[src/rtl/ofm_pkg.sv]
`timescale 1ns/1ps
package ofm_pkg;
    typedef enum logic [1:0] {
        ST_IDLE  = 2'd0,
        ST_COUNT = 2'd1,
        ST_DONE  = 2'd2,
        ST_HOLD  = 2'd3
    } ofm_state_e;

    localparam int OSC_PATHS = 3;
endpackage

[src/rtl/ofm_src_router.sv]
`timescale 1ns/1ps
module ofm_src_router #(
    parameter int NSRC = 3
) (
    input  logic            clk,
    input  logic            rst_n,
    input  logic [NSRC-1:0] osc_pulse,
    input  logic [NSRC-1:0] src_sel,
    input  logic            ref_pulse,
    input  logic            direct_map,
    output logic            c1_pulse,
    output logic            c2_pulse
);
    logic            legal;
    logic [NSRC-1:0] gated;
    logic            picked;

    assign legal = $onehot(src_sel);

    for (genvar g = 0; g < NSRC; g++) begin : g_pick
        assign gated[g] = osc_pulse[g] & src_sel[g] & legal;
    end

    assign picked = |gated;

    always_comb begin
        if (direct_map) begin
            c1_pulse = picked;
            c2_pulse = ref_pulse;
        end else begin
            c1_pulse = ref_pulse;
            c2_pulse = picked;
        end
    end

    AST_NO_SOURCE: assert property (@(posedge clk) disable iff (!rst_n)
        !$onehot(src_sel) |-> !(direct_map ? c1_pulse : c2_pulse));
endmodule

[src/rtl/ofm_counter.sv]
`timescale 1ns/1ps
module ofm_counter #(
    parameter int W = 16
) (
    input  logic         clk,
    input  logic         rst_n,
    input  logic         set_ones,
    input  logic         zero,
    input  logic         inc,
    output logic [W-1:0] value,
    output logic         wrap
);
    always_ff @(posedge clk or negedge rst_n) begin
        if (!rst_n)        value <= '0;
        else if (set_ones) value <= '1;
        else if (zero)     value <= '0;
        else if (inc)      value <= value + W'(1);
    end

    assign wrap = inc && !set_ones && !zero && (&value);
endmodule

[src/rtl/osc_ratio_meter.sv]
`timescale 1ns/1ps
module osc_ratio_meter
    import ofm_pkg::*;
#(
    parameter int CNT_W  = 16,
    parameter int CODE_W = 3
) (
    input  logic              clk,
    input  logic              rst_n,
    input  logic              osc_if_pulse,
    input  logic              osc_sd_pulse,
    input  logic              osc_rf16_pulse,
    input  logic              ref_pulse,
    input  logic [OSC_PATHS-1:0] src_sel,
    input  logic [CODE_W-1:0] gate_code,
    input  logic              direct_map,
    input  logic              count_en,
    input  logic              read_sel,
    input  logic              preset,
    input  logic              clear,
    output logic [CNT_W-1:0]  result,
    output logic              ready,
    output logic              overflow
);
    localparam int LIM_W = CNT_W + 1;

    ofm_state_e       state_q, state_d;
    logic             c1_pulse, c2_pulse;
    logic [CNT_W-1:0] c1_val, c2_val, tally;
    logic             c1_wrap, c2_wrap;
    logic             clr_eff, cnt_ok, inc1, inc2, gate_hit;
    logic [LIM_W-1:0] limit;

    ofm_src_router #(.NSRC(OSC_PATHS)) u_router (
        .clk        (clk),
        .rst_n      (rst_n),
        .osc_pulse  ({osc_rf16_pulse, osc_sd_pulse, osc_if_pulse}),
        .src_sel    (src_sel),
        .ref_pulse  (ref_pulse),
        .direct_map (direct_map),
        .c1_pulse   (c1_pulse),
        .c2_pulse   (c2_pulse)
    );

    assign clr_eff  = clear && !preset;
    assign cnt_ok   = !preset && !clear && (state_q == ST_COUNT) && count_en;
    assign inc1     = cnt_ok && c1_pulse;
    assign inc2     = cnt_ok && c2_pulse;
    assign limit    = LIM_W'(2) << (2 * gate_code);
    assign gate_hit = inc2 && (({1'b0, tally} + LIM_W'(1)) == limit);

    ofm_counter #(.W(CNT_W)) u_cnt1 (
        .clk(clk), .rst_n(rst_n), .set_ones(preset), .zero(clr_eff),
        .inc(inc1), .value(c1_val), .wrap(c1_wrap)
    );

    ofm_counter #(.W(CNT_W)) u_cnt2 (
        .clk(clk), .rst_n(rst_n), .set_ones(preset), .zero(1'b0),
        .inc(inc2), .value(c2_val), .wrap(c2_wrap)
    );

    // gate pulse tally, restarted by preset or clear
    always_ff @(posedge clk or negedge rst_n) begin
        if (!rst_n)                tally <= '0;
        else if (preset || clear)  tally <= '0;
        else if (inc2)             tally <= tally + CNT_W'(1);
    end

    // sticky wrap flag of the accumulating counter
    always_ff @(posedge clk or negedge rst_n) begin
        if (!rst_n)        overflow <= 1'b0;
        else if (clr_eff)  overflow <= 1'b0;
        else if (c1_wrap)  overflow <= 1'b1;
    end

    // state register
    always_ff @(posedge clk or negedge rst_n) begin
        if (!rst_n) state_q <= ST_IDLE;
        else        state_q <= state_d;
    end

    // next state
    always_comb begin
        state_d = state_q;
        if (preset) begin
            state_d = ST_HOLD;
        end else if (clear) begin
            state_d = ST_IDLE;
        end else begin
            unique case (state_q)
                ST_IDLE:  if (count_en) state_d = ST_COUNT;
                ST_COUNT: begin
                    if (gate_hit)       state_d = ST_DONE;
                    else if (!count_en) state_d = ST_IDLE;
                end
                ST_DONE:  state_d = ST_DONE;
                ST_HOLD:  state_d = ST_IDLE;
                default:  state_d = ST_IDLE;
            endcase
        end
    end

    // outputs
    always_comb begin
        ready  = (state_q == ST_DONE);
        result = read_sel ? c2_val : c1_val;
    end

    AST_PRESET_ONES: assert property (@(posedge clk) disable iff (!rst_n)
        preset |=> (c1_val == '1 && c2_val == '1 && !ready));
    AST_CLEAR_ZERO: assert property (@(posedge clk) disable iff (!rst_n)
        (clear && !preset) |=> (c1_val == '0 && !overflow && !ready));
    AST_DISABLED_STILL: assert property (@(posedge clk) disable iff (!rst_n)
        (!count_en && !preset && !clear) |=> ($stable(c1_val) && $stable(c2_val)));
    AST_DONE_FROZEN: assert property (@(posedge clk) disable iff (!rst_n)
        (ready && !preset && !clear) |=> (ready && $stable(c1_val) && $stable(c2_val)));
    AST_WRAP_FLAG: assert property (@(posedge clk) disable iff (!rst_n)
        c1_wrap |=> overflow);
    AST_GATE_WRAP_SILENT: assert property (@(posedge clk) disable iff (!rst_n)
        (c2_wrap && !c1_wrap && !overflow) |=> !overflow);
endmodule

[config.mk]
export PLATFORM = sky130hd
export DESIGN_NAME = osc_ratio_meter
export DESIGN_NICKNAME = d
export VERILOG_FILES = /design/src/rtl/ofm_pkg.sv /design/src/rtl/ofm_src_router.sv /design/src/rtl/ofm_counter.sv /design/src/rtl/osc_ratio_meter.sv
export SDC_FILE = /design/constraint.sdc
export NUM_CORES = 1
export LEC_CHECK = 0
export ABC_AREA = 1
export BUFFER_PORTS_ARGS = -buffer_cell sky130_fd_sc_hd__buf_4
export CAP_MARGIN = 10
export CORE_ASPECT_RATIO = 1.4
export CORE_MARGIN = 10
export CORE_UTILIZATION = 56
export CTS_BUF_LIST = sky130_fd_sc_hd__clkbuf_2
export DETAILED_ROUTE_END_ITERATION = 12
export PLACE_DENSITY = 0.87
export REMOVE_ABC_BUFFERS = 1
export SETUP_SLACK_MARGIN = 0.05
export SLEW_MARGIN = 20
export SYNTH_ARGS = -nofsm -noshare
export SYNTH_HDL_FRONTEND = slang
export SYNTH_HIERARCHICAL = 1
export SYNTH_SLANG_ARGS = --single-unit
[constraint.sdc]
create_clock -name clk -period 5.1 [get_ports clk]
set_clock_uncertainty 0.2 [all_clocks]
set_input_delay 0.51 -clock clk [delete_from_list [all_inputs] [get_ports clk]]
set_output_delay 0.51 -clock clk [all_outputs]
set_load 0.01 [all_outputs]
[Word-level counts from Yosys, hierarchy flattened]
Index checks and enable logic that the tools add are counted.
Storage, ports and cells
  flip-flop bits (word level): 51
  input bits: 17
  output and inout port bits: 18
  logic and storage cells: 65
Cells by class
  add/sub/neg operators: 6
  eq/ne operators: 7
  shift-type cells: 1
  multiplexer cells: 18
  bitwise logic cells: 6
  reductions and logical operators: 22
Operator list (count)
  16-bit two-way mux: 8
  16-bit by 1-bit adder with 16-bit output (second input constant): 3
  16-bit by 1-bit adder with 17-bit output (second input constant): 1
  17-bit == test: 1
  2-bit by 4-bit left shift with 17-bit output (first input constant): 1
  16-bit AND reduction: 1
  1-bit logical AND: 10
  2-bit two-way mux: 5
  2-bit one-hot mux with 4 select lines: 1
  1-bit bitwise AND: 6
  2-bit nonzero test: 3
  5-bit != test (second input constant): 1
  2-bit by 1-bit == test with 1-bit output (second input constant): 2
  2-bit == test (second input constant): 2
  1-bit two-way mux: 4
  4-bit != test (second input constant): 1
  1-bit zero test: 3
  3-bit nonzero test: 1
  3-bit OR reduction: 1
  1-bit by 1-bit adder with 2-bit output: 1
  2-bit by 1-bit adder with 2-bit output: 1
  2-bit zero test: 1
  2-bit AND reduction: 1
  1-bit logical OR: 1

[Depth between registers and ports, before layout]
Gate-level depths: netlist of run 1.
  depth after elaboration: 12
  depth in mapped cells: 15
  depth with buffers taken out: 15

[Cells and area by module]
The synthesis of run 1 kept the hierarchy.
Modules (own cells, without submodules)
  ofm_counter: times used 2, cells an instance 154, area each 1112.3 µm², seq. area each 400.4 µm²
  osc_ratio_meter: times used 1, cells an instance 251, area each 1676.6 µm², seq. area each 475.5 µm²
  ofm_src_router: times used 1, cells an instance 14, area each 75.1 µm², seq. area each 0.0 µm²

[Least setup slack after synthesis of run 1]
OpenSTA, ideal clock, no wires.
  path type: input to register
  start point: input src_sel[0]
  end point: register u_cnt2.value[8]
  setup time: 68 ps
  data arrival time: 2499 ps
  required time: 4832 ps
  path slack: 2333 ps
  stages: 15
  path buffers: 3
  path through: fa_1 > inv_1 > nor2_2 > nand3_1 > nand2_1 > nand4_1 > clkbuf_1 > inv_1 > buf_2 > inv_1 > or2_1 > inv_2 > buf_6 > nand3_1 > nand3_1
On the way
  longest elaborated chain between the ends: 8
  elaborated cells between the ends (all ways): 11
  classes of those cells: 2 x add/sub; 1 x eq/ne; 1 x mux; 4 x bitwise; 3 x reduce/logical
Ends and longest elaborated chain
  start: declaration: line osc_ratio_meter.sv:14  | input logic [OSC_PATHS-1:0] src_sel,
  1-bit by 1-bit adder with 2-bit output (implied by the code): line ofm_src_router.sv:18  | assign legal = $onehot(src_sel);
  2-bit by 1-bit adder with 2-bit output (implied by the code): line ofm_src_router.sv:18
  2-bit by 1-bit == test with 1-bit output: line ofm_src_router.sv:18
  1-bit bitwise AND: line ofm_src_router.sv:21  | assign gated[g] = osc_pulse[g] & src_sel[g] & legal;
  3-bit OR reduction (*): line ofm_src_router.sv:24  | assign picked = |gated;
  1-bit two-way mux (*): line ofm_src_router.sv:27  | if (direct_map) begin
  via c2_pulse: line osc_ratio_meter.sv:28  | logic c1_pulse, c2_pulse;
  1-bit logical AND (*): line osc_ratio_meter.sv:48  | assign inc2 = cnt_ok && c2_pulse;
  via inc2: line osc_ratio_meter.sv:31  | logic clr_eff, cnt_ok, inc1, inc2, gate_hit;
  2-bit nonzero test (no line) (*)
  end signal: assignment: line ofm_counter.sv:17  | else if (inc) value <= value + W'(1);
  end: declaration: line ofm_counter.sv:10  | output logic [W-1:0] value,
Mark *: on every way through the listed nets, which the timed path passes. The rest lies on a longest branch.
A chain may end at the register's enable or synchronous reset.

[Worst setup path in the final report of run 1]
  start point: input src_sel[0]
  end point: register u_cnt2.value[2]
On the way
  longest elaborated chain between the ends: 8
  elaborated cells between the ends (all ways): 11
  classes of those cells: 2 x add/sub; 1 x eq/ne; 1 x mux; 4 x bitwise; 3 x reduce/logical
Ends and longest elaborated chain (line)
  1-bit by 1-bit adder with 2-bit output (implied by the code): ofm_src_router.sv:18
  2-bit by 1-bit adder with 2-bit output (implied by the code): ofm_src_router.sv:18
  2-bit by 1-bit == test with 1-bit output: ofm_src_router.sv:18
  1-bit bitwise AND: ofm_src_router.sv:21
  3-bit OR reduction (*): ofm_src_router.sv:24
  1-bit two-way mux (*): ofm_src_router.sv:27
  via c2_pulse: osc_ratio_meter.sv:28
  1-bit logical AND (*): osc_ratio_meter.sv:48
  2-bit nonzero test (no line) (*)
Marks and branches as above.

==> flow_metrics.tcl, run 1 <==
set metrics [dict create \
    first_pass_iters 5 \
    start_kind "primary input" \
    syn_inst 569 \
    tightest_slew_ns 0.683 \
    num_vias 3815 \
    setup_tns_ns 0 \
    slew_viol_final 0 \
    final_nets 623 \
    multi_input_area_sq_mm 0.00225 \
    seq_area_sq_mm 0.00128 \
    crit_top_cell "inv_1" \
    io_pins 35 \
    crit_required_ns 5.22 \
    drt-total-wl_um 10000 \
    worst-path-max-fanout 12 \
    maxCapViolations 0 \
    path_delay_family "simple AND/OR/NAND/NOR gates" \
    dp_hpwl_um 7700 \
    grt_pass1_wl_um 17100 \
    n_fill_cell 635 \
    post-place-ws_ns 1.75 \
    clkSlewWorstSetupHoldPaths_ns 0.28 \
    rr_worst_depth 9 \
    cts-buffers-inserted 5 \
    drt_iter0_drc 233 \
    insertion_delay_ns 0.45 \
    fp-row-count 36 \
    dieWidth_um 91.1 \
    place_area_sq_mm 0.00427 \
    crit_buf_inv 5 \
    portBuffers 34 \
    rsz0062_at_grt "no" \
    worst-path-stages 13 \
    ant_nets 0 \
    cpPeakStageDelay_ns 0.53 \
    crit_start "src_sel[0]" \
    p_per_area_mw_per_mm2 201 \
    tritoncts "yes" \
    hold_violations 0 \
    r2r-end "u_cnt2/value[2]" \
    yosys_warnings 6 \
    start_util_pct 57.1 \
    min_path_type "in2reg" \
    fmax_mhz 340 \
    n_antenna_cell 0 \
    grt_max_degree 52 \
    setup_violations 0 \
    cp_cell_sequence "buf_4, fa_1, inv_1, nor2_2, nand3_1, nand2_1, nand4_1, inv_1, inv_1, nand2_1, inv_1, nand2_1, o211ai_1" \
    fin_area_sq_mm 0.00435 \
    cp_slowest_cell "fa_1" \
    grt.total_usage_pct 18.4 \
    setup_ws_ns 2.16 \
    timing.rr.start "state_q[0]" \
    dieArea_sq_mm 0.0109 \
    cts-root-buf "clkbuf_2" \
    drc 0 \
    critPathArrivalTime_ns 3.06 \
    gp_congestion 0.906 \
    clk_path_buf_depth 2 \
    rrSetupSlack_ns 2.54 \
    max-vdd-ir-drop_mv 0.131 \
    critical_path.endpoint "u_cnt2/value[2]" \
    htreeDepth 2 \
    end_kind "flop" \
    grt_pass1_vias 3728 \
    syn_area_sq_mm 0.00396 \
    period_needed_ns 2.94 \
    grt_overflow 0 \
    die_y_um 119 \
    whs_ns 0.151 \
    routed_via_density 5.47 \
    avgSynthCellArea_sq_um 6.96 \
    p_leak_uw 0.00213 \
    area_delta_synth_final_pct 9.92 \
    fin_crit_sh_pct 57.7 \
    drive_gt1_share_pct 19.7 \
    clock_sinks 51 \
    status "finished, final reports clean" \
    wire_per_inst_um 14.3 \
    relSlewSlack_pct 54.5 \
    path_class "in2reg" \
    antenna_found_initial 0 \
    core_area_sq_mm 0.00694 \
]
[cell type report]
| class | count | share of cell area, % |
|---|---|---|
| well taps | 95 | 2.73 |
| inverters | 99 | 8.60 |
| clock inverters | 3 | 1.01 |
| clock buffers | 5 | 0.575 |
| flip-flops and latches | 51 | 29.3 |
| repair buffers | 35 | 6.10 |
| multi-input cells | 410 | 51.7 |
[tightest hold or removal path, delay by kind of cell]
| kind | cells | cell delay (ns) |
|---|---|---|
| AO/OA/AOI/OAI | 1 | 0.13 |
| buffers and inverters | 1 | 0.09 |
| AND/OR/NAND/NOR | 1 | 0.05 |
[layer usage]
metal	part of all wire [%]	track usage [%]	vias to the layer above
met1	39	20.1	1777
met4	2.8	7.47	0
li1	-	-	1888
met2	54	34.4	124
met3	4.3	2.89	26
met5	0	0	-
[state kept, by name, indices dropped and copies added (netlist names)]
signal / cells
u_cnt1/value: 16
tally: 16
u_cnt2/value: 16
state_q: 2
overflow: 1
[worst min path at each step]
stage | endpoint | depth (start not counted) | startpoint | slack, ns
after floorplan | overflow | 0 | rst_n | 0.01
after global placement | overflow | 2 | overflow | 0.30
after detailed placement | overflow | 2 | overflow | 0.30
after CTS | state_q[0] | 3 | count_en | 0.12
after global routing | tally[4] | 4 | clear | 0.13
final | state_q[0] | 3 | count_en | 0.15
[power breakdown]
| group | switching, uW | internal (uW) |
|---|---|---|
| sequential | 33.3 | 425 |
| clock | 138 | 83.0 |
| combinational | 118 | 77.5 |
[stage by stage]
step | cells | total power (uW) | util [%]
floorplan | 560 | 578 | -
detailed placement | 689 | 659 | 61.6
global route | 698 | 924 | 62.7
CTS | 698 | 883 | 62.7
finish | 698 | 875 | 62.7
global placement | 689 | 649 | 61.6
[layout by cell type, fill, tap and decap left out, drive strengths merged, types with 7 or more instances in the layout]
cell type,n
buf,34
dfrtp,51
inv,97
mux2,16
nand2,154
nand3,85
nand4,10
nor2,56
nor3,7
o21ai,40
xor2,12
[what timing repair did]
action                                  4_1_cts  5_1_grt
resized for setup                             0        0
hold buffers                                  1        0
hold endpoints to repair                     51        0
endpoints found under the setup margin        0        0
buffers inserted                              0        0
Power figures use the tool's default switching activity.
==> run 2: changes to the inputs <==
--- a/config.mk
+++ b/config.mk
@@ -13,7 +13,7 @@
 export CORE_UTILIZATION = 56
 export CTS_BUF_LIST = sky130_fd_sc_hd__clkbuf_2
 export DETAILED_ROUTE_END_ITERATION = 12
-export PLACE_DENSITY = 0.87
+export PLACE_DENSITY = 0.9
 export REMOVE_ABC_BUFFERS = 1
 export SETUP_SLACK_MARGIN = 0.05
 export SLEW_MARGIN = 20
==> constraint.sdc (replaced) <==
create_clock -name clk -period 2.54 [get_ports clk]
set_clock_uncertainty 0.2 [all_clocks]
set_input_delay 0.254 -clock clk [delete_from_list [all_inputs] [get_ports clk]]
set_output_delay 0.254 -clock clk [all_outputs]
set_load 0.01 [all_outputs]
==> run 2 against run 1 <==
Compared with the run above: clock-buffer cell count unchanged; clock power grew 60%; global-route usage shrank 0.83 points; final area grew 1.4%; power rose by 91%; core utilization grew 0.88 points; non-clock buffer count increased by 10; die area unchanged; combinational power is 110% higher; critical path type is now reg2reg; largest cell class unchanged.
==> flow_metrics.tcl, run 2 (synthesis gave the netlist of run 1 again) <==
set metrics [dict create \
    cts-root-buf "clkbuf_2" \
    p_per_area_mw_per_mm2 379 \
    routed_via_density 5.45 \
    cts-buffers-inserted 5 \
    tritoncts "yes" \
    p_leak_uw 0.00215 \
    clk_path_buf_depth 2 \
    cts_hold_buf 5 \
    start_util_pct 57.1 \
    relSlewSlack_pct 55.4 \
    maxCapViolations 0 \
    fin_crit_sh_pct 83.6 \
    io_pins 35 \
    setup_violations 0 \
    grt_overflow 0 \
    critPathArrivalTime_ns 2.32 \
    drc 0 \
    crit_required_ns 2.73 \
    core_area_sq_mm 0.00694 \
    grt_pass1_vias 3812 \
    dieArea_sq_mm 0.0109 \
    max-vdd-ir-drop_mv 0.202 \
    rr_worst_depth 12 \
    drt_iter0_drc 281 \
    area_delta_synth_final_pct 11.5 \
    dieWidth_um 91.1 \
    antenna_found_initial 0 \
    insertion_delay_ns 0.47 \
    final_common_cell "nand2_1" \
    fmax_mhz 471 \
    first_pass_iters 8 \
    status "finished, final reports clean" \
    rrSetupSlack_ns 0.42 \
    clkSlewWorstSetupHoldPaths_ns 0.30 \
    rsz0062_at_grt "no" \
    final_core_util_pct 63.6 \
    ant_nets 0 \
    cts_setup_buffers 0 \
    hold_violations 0 \
    gp_congestion 0.902 \
    drive_gt1_share_pct 20.4 \
    largest_registers "tally x16, u_cnt1/value x16, u_cnt2/value x16" \
    final_cell_mix "nand2_1 (134), inv_1 (92), nand3_1 (77)" \
    worst-path-max-fanout 4 \
    end_kind "flop" \
    drt-total-wl_um 9880 \
    grt.total_usage_pct 17.6 \
    grt_pass1_wl_um 16500 \
    setup_tns_ns 0 \
    grt_max_degree 52 \
    portBuffers 34 \
    tightest_slew_ns 0.669 \
    dp_hpwl_um 7590 \
    wire_per_inst_um 14.0 \
    n_antenna_cell 0 \
    cts-resized-gates 0 \
    final_nets 633 \
    slew_viol_final 0 \
    num_vias 3856 \
    min_path_type "in2async" \
    period_needed_ns 2.12 \
    fp-row-count 36 \
    clock_sinks 51 \
    path_class "reg2reg" \
    htreeDepth 2 \
    start_kind "flop" \
    die_y_um 119 \
]
==> run 2: cell count changes in the layout (fill, tap and decap cells not counted) <==
cell,previous run,this run
buf_4,34,40
dlygate4sd3_1,1,5
clkinvlp_4,0,2
bufinv_16,1,0
clkinv_4,1,0
==> run 2: critical path, stage by stage (launching register included) <==
cell and delay, ns:
dfrtp_1 0.47, ha_1 0.23, nand2_1 0.08, nor2_2 0.15
nand3_1 0.15, xor2_1 0.20, nor2_1 0.14, nand2_2 0.06
nor2_2 0.11, nand2_1 0.06, nand2_1 0.07, nand3_1 0.06
nor2_1 0.09
==> run 2: layout make-up <==
class	instances	area (sq um)
well taps	95	119
inverters	99	374
flip-flops and latches	51	1280
clock inverters	3	20.0
multi-input cells	410	2250
repair buffers	45	350
fillers	600	2520
clock buffers	5	25.0
==> run 2: layer usage <==
layer | share of wire [%] | routed length, um | GRT usage (%)
met1 | 39 | 3900 | 19.5
met2 | 53 | 5260 | 32.7
met3 | 5.6 | 550 | 2.77
met4 | 1.8 | 175 | 6.78
met5 | 0 | 0 | 0
==> run 2: metrics by stage <==
step	hold slack [ns]	total power, uW	instances	cell area (sq um)	setup slack, ns
floorplan	-0.242	1160	560	3900	0.0396
global placement	0.126	1310	695	4320	0.105
detailed placement	0.134	1320	695	4320	0.0232
CTS	0.113	1680	708	4410	0.410
global route	0.148	1760	708	4410	0.225
finish	0.114	1670	708	4410	0.416
==> run 2: power by group <==
group | internal [uW] | switching, uW
Sequential | 854 | 65.1
Combinational | 164 | 237
Clock | 65.0 | 289
Total | 1080 | 590
==> run 2: path summary, 6_finish.rpt <==
path,start,end
hold reg to reg,overflow,overflow
hold / removal,rst_n,u_cnt1/value[0]
setup reg to reg,tally[1],state_q[1]
setup / recovery,tally[1],state_q[1]
max in group asynchronous,rst_n,tally[5]
min in group clk,ref_pulse,tally[4]
==> run 3: changes to the inputs <==
==> constraint.sdc (replaced) <==
create_clock -name clk -period 1.7 [get_ports clk]
set_clock_uncertainty 0.2 [all_clocks]
set_input_delay 0.17 -clock clk [delete_from_list [all_inputs] [get_ports clk]]
set_output_delay 0.17 -clock clk [all_outputs]
set_load 0.01 [all_outputs]
==> run 3 against run 2 <==
Compared with the run above: the flow now finishes with violations (setup timing); register-to-register slack got worse by 1.1 ns; critical endpoint is now state_q[0]; power grew 100%; sequential share of layout area decreased by 7.5 points; cell count up 13%; setup slack worse by 1.1 ns.
==> flow_metrics.tcl, run 3 (synthesis gave the netlist of run 1 again) <==
set metrics [dict create \
    status "complete, but fails checks" \
    violations "setup timing" \
    fp-row-count 36 \
    ant_nets 0 \
    end_kind "flop" \
    tightest_slew_ns 0.720 \
    rsz0062_at_grt "yes" \
    start_kind "flop" \
    setup_tns_ns -18.23 \
    fmax_mhz 411 \
    n_antenna_cell 0 \
    setup_violations 68 \
    grt.total_usage_pct 29.6 \
    max-vdd-ir-drop_mv 0.417 \
    dp_hpwl_um 8180 \
    path_class "reg2reg" \
    critPathArrivalTime_ns 2.64 \
    worst-path-max-fanout 3 \
    drt-total-wl_um 20900 \
    io_pins 35 \
    tritoncts "yes" \
    drive_gt1_share_pct 50.0 \
    die_y_um 119 \
    cts-buffers-inserted 5 \
    clock_sinks 51 \
    cp_cell_sequence "ha_4, nand2_4, nor2_4, nand2_2, xor2_2, nand2_1, nor2_2, nand2_2, nor2_4, nand2_2, nand2_2, buf_4, a21oi_1" \
    num_vias 5380 \
    maxCapViolations 0 \
    post-place-ws_ns -0.750 \
    hold_violations 0 \
    p_leak_uw 0.00287 \
    final_nets 728 \
    grt_pass1_vias 5168 \
    htreeDepth 2 \
    cp_slowest_cell "dfrtp_2" \
    routed_via_density 6.70 \
    core_area_sq_mm 0.00694 \
    dieArea_sq_mm 0.0109 \
    insertion_delay_ns 0.49 \
    slew_viol_final 0 \
    setup_ws_ns -0.731 \
    wire_per_inst_um 26.0 \
    period_needed_ns 2.43 \
    relSlewSlack_pct 52.0 \
    crit_top_cell "nand2_2" \
    final_cell_mix "nand2_1 (107), buf_4 (87), inv_1 (81)" \
    grt_pass1_wl_um 26000 \
    clk_path_buf_depth 2 \
    start_util_pct 57.1 \
    gp_congestion 0.903 \
    final_common_cell "nand2_1" \
    drc 0 \
    cpPeakStageDelay_ns 0.50 \
    whs_ns 0.0274 \
    clkSlewWorstSetupHoldPaths_ns 0.33 \
    crit_required_ns 1.91 \
    first_pass_iters 7 \
    grt_max_degree 52 \
    fin_crit_sh_pct 143 \
    grt_overflow 0 \
    p_per_area_mw_per_mm2 561 \
    cts-root-buf "clkbuf_2" \
    portBuffers 34 \
    antenna_found_initial 0 \
    area_delta_synth_final_pct 53.4 \
    drt_iter0_drc 736 \
    largest_registers "tally x16, u_cnt1/value x16, u_cnt2/value x16" \
    min_path_type "in2async" \
    dieWidth_um 91.1 \
]
## run 3: changes by cell type in the layout (fill, tap and decap cells not counted), sizes merged
cell and delta:
inv -2, nor2 +2, clkinvlp +1, clkbuf +1
dlymetal6s4s +1, bufinv +2, buf +90
## run 3: where the power goes
group          internal, uW  total (uW)  switching (uW)
Sequential             1280        1360            74.5
Combinational           471        1170             702
Clock                   401         874             473
## run 3: cell type report
class | count | area (sq um)
Timing Repair inverter | 2 | 15.0
Fill cell | 290 | 866
Multi-Input combinational cell | 412 | 2920
Clock inverter | 2 | 60.1
Tap cell | 95 | 119
Sequential cell | 51 | 1300
Clock buffer | 6 | 30.0
Timing Repair Buffer | 136 | 1220
Inverter | 99 | 405
## run 3: worst paths after layout
kind	start	to	slack, ns	cells after the start
max	tally[1]	state_q[0]	-0.73	13
min	rst_n	u_cnt1/value[11]	0.03	2
max reg2reg	tally[1]	state_q[0]	-0.73	13
min reg2reg	tally[15]	tally[15]	0.46	2
max in group asynchronous	rst_n	u_cnt2/value[4]	0.73	2
min in group clk	preset	u_cnt1/value[6]	0.07	7
## run 3: worst max-delay path, delay by kind of cell, from the launching register on
family | cells | cell delay (ns)
AND/OR/NAND/NOR | 9 | 1.01
flip-flops | 1 | 0.50
XOR/XNOR | 1 | 0.27
adder cells (fa/ha/maj) | 1 | 0.19
buffers and inverters | 1 | 0.11
AO/OA/AOI/OAI | 1 | 0.08
## run 3: timing repair
item	in CTS	in global routing
hold endpoints to repair	60	0
buffers inserted	47	18
pin swaps	45	48
setup endpoints to repair	63	68
hold buffers	6	0
cloned	4	1
resized for setup	150	109
## run 3: layer usage
| metal | up-vias | track usage (%) | share of wire (%) | wire length [um] |
|---|---|---|---|---|
| li1 | 2081 | - | - | - |
| met1 | 2440 | 28.1 | 30 | 6230 |
| met2 | 603 | 53.8 | 46 | 9690 |
| met3 | 256 | 6.73 | 12 | 2550 |
| met4 | 0 | 22.9 | 12 | 2440 |
| met5 | - | 0 | 0 | 0 |
## run 3: per-stage QoR
step	utilization, %	std cells	total power (uW)	cell area [sq um]
after floorplan	-	560	1730	3900
after global placement	65.9	727	1980	4570
after detailed placement	65.9	727	2010	4570
after CTS	80.7	792	3050	5600
after global routing	87.5	803	3480	6070
final	87.5	803	3400	6070
